==> config.mk <==
export PLATFORM = sky130hd
export DESIGN_NAME = idx_ptr_unit
export DESIGN_NICKNAME = d
export VERILOG_FILES = /design/src/rtl/idx_ptr_pkg.sv /design/src/rtl/idx_addr_calc.sv /design/src/rtl/idx_reg_bank.sv /design/src/rtl/idx_rd_port.sv /design/src/rtl/idx_ptr_unit.sv
export SDC_FILE = /design/constraint.sdc
export NUM_CORES = 1
export LEC_CHECK = 0
export ABC_CLOCK_PERIOD_IN_PS = 7700
export BUFFER_PORTS_ARGS = -buffer_cell sky130_fd_sc_hd__buf_4
export CAP_MARGIN = 20
export CORE_UTILIZATION = 45
export DETAILED_ROUTE_END_ITERATION = 10
export SLEW_MARGIN = 20
export SYNTH_ARGS = -nofsm -noshare
export SYNTH_HDL_FRONTEND = slang
export SYNTH_SLANG_ARGS = --single-unit
==> constraint.sdc <==
create_clock -name clk -period 7.7 [get_ports clk]
set_clock_uncertainty 0.15 [all_clocks]
set_input_delay 0.385 -clock clk [delete_from_list [all_inputs] [get_ports clk]]
set_output_delay 0.385 -clock clk [all_outputs]
set_load 0.01 [all_outputs]
==> src/rtl/idx_ptr_pkg.sv <==
package idx_ptr_pkg;

  typedef enum logic [1:0] {
    AM_PLAIN   = 2'd0,
    AM_DISP    = 2'd1,
    AM_POSTINC = 2'd2,
    AM_PREDEC  = 2'd3
  } addr_mode_e;

endpackage

==> src/rtl/idx_addr_calc.sv <==
module idx_addr_calc
  import idx_ptr_pkg::*;
#(
  parameter int DATA_W  = 8,
  parameter int NUM_PTR = 3,
  parameter int DISP_W  = 6,
  parameter int SEL_W   = 2,
  parameter logic [NUM_PTR-1:0] DISP_OK = 3'b110
) (
  input  logic                        req_valid,
  input  logic [SEL_W-1:0]            req_sel,
  input  logic [1:0]                  req_mode,
  input  logic [DISP_W-1:0]           req_disp,
  input  logic [NUM_PTR*2*DATA_W-1:0] ptr_flat,
  output logic                        acc,
  output logic [2*DATA_W-1:0]         ea_next,
  output logic [NUM_PTR-1:0]          wb_en,
  output logic [2*DATA_W-1:0]         wb_val
);

  localparam int ADDR_W = 2 * DATA_W;
  localparam logic [ADDR_W-1:0] ONE = ADDR_W'(1);

  addr_mode_e      mode;
  logic            hit;
  logic            disp_ok;
  logic            wb_req;
  logic [ADDR_W-1:0] cur;
  logic [ADDR_W-1:0] disp_ext;

  assign mode     = addr_mode_e'(req_mode);
  assign disp_ext = {{(ADDR_W-DISP_W){1'b0}}, req_disp};

  always_comb begin
    hit     = 1'b0;
    cur     = '0;
    disp_ok = 1'b0;
    for (int p = 0; p < NUM_PTR; p++) begin
      if (req_sel == SEL_W'(p)) begin
        hit     = 1'b1;
        cur     = ptr_flat[p*ADDR_W +: ADDR_W];
        disp_ok = DISP_OK[p];
      end
    end
  end

  assign acc = req_valid && hit && ((mode != AM_DISP) || disp_ok);

  always_comb begin
    ea_next = cur;
    wb_val  = cur;
    wb_req  = 1'b0;
    case (mode)
      AM_PLAIN:   ea_next = cur;
      AM_DISP:    ea_next = cur + disp_ext;
      AM_POSTINC: begin
        ea_next = cur;
        wb_val  = cur + ONE;
        wb_req  = 1'b1;
      end
      AM_PREDEC:  begin
        wb_val  = cur - ONE;
        ea_next = cur - ONE;
        wb_req  = 1'b1;
      end
      default:    ea_next = cur;
    endcase
  end

  always_comb begin
    for (int p = 0; p < NUM_PTR; p++) begin
      wb_en[p] = acc && wb_req && (req_sel == SEL_W'(p));
    end
  end

endmodule

==> src/rtl/idx_reg_bank.sv <==
module idx_reg_bank #(
  parameter int DATA_W  = 8,
  parameter int NUM_PTR = 3,
  parameter int IDX_W   = 3
) (
  input  logic                        clk,
  input  logic                        rst,
  input  logic                        wr_en,
  input  logic [IDX_W-1:0]            wr_idx,
  input  logic [DATA_W-1:0]           wr_data,
  input  logic [NUM_PTR-1:0]          wb_en,
  input  logic [2*DATA_W-1:0]         wb_val,
  output logic [NUM_PTR*2*DATA_W-1:0] q_flat
);

  localparam int NUM_REG = 2 * NUM_PTR;

  for (genvar g = 0; g < NUM_REG; g++) begin : g_byte
    logic [DATA_W-1:0] q;
    logic              dir_hit;

    assign dir_hit = wr_en && (wr_idx == IDX_W'(g));

    always_ff @(posedge clk) begin
      if (rst) begin
        q <= '0;
      end else if (dir_hit) begin
        q <= wr_data;
      end else if (wb_en[g/2]) begin
        q <= wb_val[(g%2)*DATA_W +: DATA_W];
      end
    end

    assign q_flat[g*DATA_W +: DATA_W] = q;
  end

endmodule

==> src/rtl/idx_rd_port.sv <==
module idx_rd_port #(
  parameter int DATA_W  = 8,
  parameter int NUM_REG = 6,
  parameter int IDX_W   = 3
) (
  input  logic                      clk,
  input  logic                      rst,
  input  logic [IDX_W-1:0]          rd_idx,
  input  logic [NUM_REG*DATA_W-1:0] q_flat,
  output logic [DATA_W-1:0]         rd_data
);

  logic [DATA_W-1:0] sel_byte;

  always_comb begin
    sel_byte = '0;
    for (int r = 0; r < NUM_REG; r++) begin
      if (rd_idx == IDX_W'(r)) sel_byte = q_flat[r*DATA_W +: DATA_W];
    end
  end

  always_ff @(posedge clk) begin
    if (rst) rd_data <= '0;
    else     rd_data <= sel_byte;
  end

endmodule

==> src/rtl/idx_ptr_unit.sv <==
module idx_ptr_unit #(
  parameter int DATA_W  = 8,
  parameter int NUM_PTR = 3,
  parameter int DISP_W  = 6,
  parameter logic [NUM_PTR-1:0] DISP_OK = 3'b110,
  localparam int ADDR_W  = 2 * DATA_W,
  localparam int NUM_REG = 2 * NUM_PTR,
  localparam int SEL_W   = $clog2(NUM_PTR + 1),
  localparam int IDX_W   = $clog2(NUM_REG + 1)
) (
  input  logic              clk,
  input  logic              rst,
  input  logic              req_valid,
  input  logic [SEL_W-1:0]  req_sel,
  input  logic [1:0]        req_mode,
  input  logic [DISP_W-1:0] req_disp,
  input  logic              wr_en,
  input  logic [IDX_W-1:0]  wr_idx,
  input  logic [DATA_W-1:0] wr_data,
  input  logic [IDX_W-1:0]  rd_idx,
  output logic [DATA_W-1:0] rd_data,
  output logic              ea_valid,
  output logic [ADDR_W-1:0] ea_addr
);

  logic [NUM_REG*DATA_W-1:0] ptr_flat;
  logic                      acc;
  logic [ADDR_W-1:0]         ea_next;
  logic [NUM_PTR-1:0]        wb_en;
  logic [ADDR_W-1:0]         wb_val;

  idx_addr_calc #(
    .DATA_W(DATA_W), .NUM_PTR(NUM_PTR), .DISP_W(DISP_W),
    .SEL_W(SEL_W), .DISP_OK(DISP_OK)
  ) i_calc (
    .req_valid(req_valid), .req_sel(req_sel), .req_mode(req_mode),
    .req_disp(req_disp), .ptr_flat(ptr_flat), .acc(acc),
    .ea_next(ea_next), .wb_en(wb_en), .wb_val(wb_val)
  );

  idx_reg_bank #(
    .DATA_W(DATA_W), .NUM_PTR(NUM_PTR), .IDX_W(IDX_W)
  ) i_bank (
    .clk(clk), .rst(rst), .wr_en(wr_en), .wr_idx(wr_idx),
    .wr_data(wr_data), .wb_en(wb_en), .wb_val(wb_val), .q_flat(ptr_flat)
  );

  idx_rd_port #(
    .DATA_W(DATA_W), .NUM_REG(NUM_REG), .IDX_W(IDX_W)
  ) i_rd (
    .clk(clk), .rst(rst), .rd_idx(rd_idx), .q_flat(ptr_flat), .rd_data(rd_data)
  );

  always_ff @(posedge clk) begin
    if (rst) begin
      ea_valid <= 1'b0;
      ea_addr  <= '0;
    end else begin
      ea_valid <= acc;
      if (acc) ea_addr <= ea_next;
    end
  end

endmodule

==> impl_metrics.yaml <==
status:
  status: "complete, no violations"
final_layout:
  drive_above_1_share_pct: 14.0
  finalInstanceArea_sq_um: 6030
  syn_to_final_growth_pct: 13.3
  n_antenna_cell: 0
  layout.cells.most_common_list: "76 x a21oi_1, 73 x dfxtp_1, 67 x nor2_1"
  fin_nets: 759
  final_common_cell: "a21oi_1"
placement:
  place_ws_ps: 3340
  place_congestion: 0.883
  place.port_buffers: 52
  hpwl_mm: 12.8
  placed_area_sq_um: 5680
synth:
  yosysWarnings: 0
  ys_async_sr_fraction_pct: 0
  synth-edff-count: 0
  syn_inst: 706
  synth_flop_cell: "dfxtp_1"
  syn_nets: 747
  avgSynthCellArea_sq_um: 7.54
  ys_seq_area_share_pct: 27.4
  synth_area_sq_um: 5330
  synth_cell_type_count: 70
  synth-seq-cells: 73
clock_network:
  clock_sinks: 73
  post_cts_buffers: 0
  cts_hold_buf: 0
  clockRootBuffer: "clkbuf_16"
  clk_latency_ps: 360
  cts_resized: 0
  numCtsBuffers: 9
  path_clk_slew_ps: 60
  clk_path_buf_depth: 2
  cts_tree: "built"
  h-tree-depth: 3
sta:
  finalSetupViolCount: 0
  fin_hold_ws_ps: 170
  rsz0062_at_grt: "false"
  worstMarginPinSlew_ps: 1020
  slew_headroom_pct: 31.6
  min_period_ps: 4060
  final_hold_viol_count: 0
  layout_setup_ws_ps: 3640
  fin_tns_setup_ps: 0
  slew_violations: 0
  period_share_pct: 52.7
  max_clock_freq_mhz: 247
global_routing:
  antenna_found_initial: 0
  grt_pass1_vias: 5411
  gr-total-overflow: 0
  grt_use_total_pct: 30.5
  grt_max_degree: 84
  grt_pass1_wl_mm: 29.3
min_path:
  min_path_cells: 3
  min_from: "wr_data[0]"
  hp-class: "in -> reg"
  worstHoldEndpoint: "i_bank.g_byte[0].q[0]"
critical_path:
  worstRegToRegCells: 10
  r2r_slack_ps: 4180
  crit_chain: "buf_4, inv_1, ha_1, nand3b_1, a21oi_1, ha_1, a21o_1, a21oi_1, o21ai_0, or3b_1, mux2_2, nor2_1, o41a_1"
  critPathCaptureType: "flip-flop"
  startpoint_type: "input port"
  slowest_delay_ps: 720
  crit_required_ps: 7800
  crit_fanout: 19
  critPathLaunch: "req_sel[0]"
  critical_path_class: "in -> reg"
  worstReg2RegEnd: "ea_addr[12]"
  crit_slowest_cell: "a21oi_1"
  r2r_start: "i_bank.g_byte[2].q[2]"
  cp.arrival_ps: 4150
route:
  route.detailed.drc: 0
  avgViaCountPerCell: 6.57
  drt_iter0_markers: 488
  firstDrtPassIters: 5
  vias: 5693
  routed_wl_mm: 18.5
  post_drt_wl_per_cell_um: 21.4
  ant_nets: 0
power_and_ir_drop:
  p_per_area_nw_per_um2: 190
  p_leak_nw: 2.26
  vdd_ir_drop_max_uv: 189
flow_run:
  maxCapViolCount: 0
floorplanning:
  die_x_um: 111
  start_util_pct: 46.4
  rows: 39
  ios: 53
  core_area_sq_um: 11500
  die-area_sq_um: 12300
  die_y_um: 111
layout make-up:
cell class	count	area, sq um
Tap cell	143	179
Timing Repair Buffer	57	428
Fill cell	1109	5430
Sequential cell	73	1460
Clock buffer	10	239
Multi-Input combinational cell	559	3540
Inverter	18	70.1
Clock inverter	6	113
critical path, delay by kind of cell:
| family | cells | cell delay, ps |
|---|---|---|
| simple gates | 3 | 660 |
| compound gates | 5 | 1670 |
| mux | 1 | 240 |
| buf+inv | 2 | 190 |
| fa+ha+maj | 2 | 1000 |
how the worst max path moves through the flow:
stage | endpoint | slack (ps) | cells past startpoint
after floorplan | ea_addr[12] | 4330 | 14
after global placement | ea_addr[12] | 3430 | 13
after detailed placement | ea_addr[12] | 3340 | 13
after CTS | ea_addr[12] | 3700 | 13
after global routing | ea_addr[15] | 3300 | 13
final | ea_addr[12] | 3640 | 13
through the flow:
| step | power [W] | util, % | std cells |
|---|---|---|---|
| 6_report | 0.00115 | 52.6 | 866 |
| 5_1_grt | 0.00119 | 52.6 | 866 |
| 4_1_cts | 0.00115 | 52.6 | 866 |
| 3_5_place_dp | 0.000643 | 49.6 | 850 |
| 3_3_place_gp | 0.000640 | 49.6 | 850 |
| 2_1_floorplan | 0.000572 | - | 706 |
flip-flops by register name, indices dropped and copies added, names as in the netlist:
| register | flops |
|---|---|
| i_rd.rd_data | 8 |
| i_bank.g_byte.q | 48 |
| ea_addr | 16 |
| ea_valid | 1 |
Yosys cell counts (5+ instances only):
cell	instances	share of area (%)
clkbuf_1	41	2.9
xnor2_1	15	2.5
mux2i_1	13	2.4
ha_1	12	2.8
dfxtp_1	73	27
or3_1	18	2.1
nor3_1	20	1.9
a21oi_1	76	7.1
a222oi_1	7	1.3
nand4_1	14	1.6
o2bb2ai_1	5	0.82
a21o_1	7	0.99
a311oi_1	5	0.82
nor2_1	67	4.7
nor2b_1	11	1.3
nand3b_1	15	2.1
inv_1	15	1.1
mux2_2	11	2.3
or2_2	6	0.70
nand3_1	23	2.2
o21ai_0	28	2.6
nor4_1	6	0.70
and3_1	18	2.1
a22o_1	8	1.3
a211oi_1	24	3.4
o211ai_1	12	1.7
buf_2	7	0.66
nand2_1	58	4.1
nand2b_1	6	0.70
a22oi_1	5	0.70
o22ai_1	10	1.2
kinds of logic (layout without fill, tap and decap cells):
group,after synthesis,in the layout,synth area share [%]
AO/OA/AOI/OAI,227,227,28.8
XOR/XNOR,19,19,3.13
adder cells (fa/ha/maj),13,13,3.20
buffers and inverters,74,91,5.99
flip-flops,73,73,27.4
multiplexers,25,25,5.19
AND/OR/NAND/NOR,275,275,26.3
power breakdown:
part / internal, W / total (W) / leakage [nW] / switching, W
Sequential: 0.000395 / 0.000408 / 0.594 / 0.0000125
Clock: 0.000326 / 0.000508 / 0.173 / 0.000182
Combinational: 0.0000853 / 0.000232 / 1.49 / 0.000147
layer usage:
| metal | vias to the layer above | wire length (um) | GRT usage [%] |
|---|---|---|---|
| met5 | - | 0 | 0 |
| met4 | 0 | 603 | 14.0 |
| met3 | 50 | 1470 | 7.49 |
| met2 | 240 | 8390 | 47.0 |
| met1 | 2750 | 8060 | 40.1 |
| li1 | 2653 | - | - |
No activity file was read; power rests on OpenSTA's default activity.
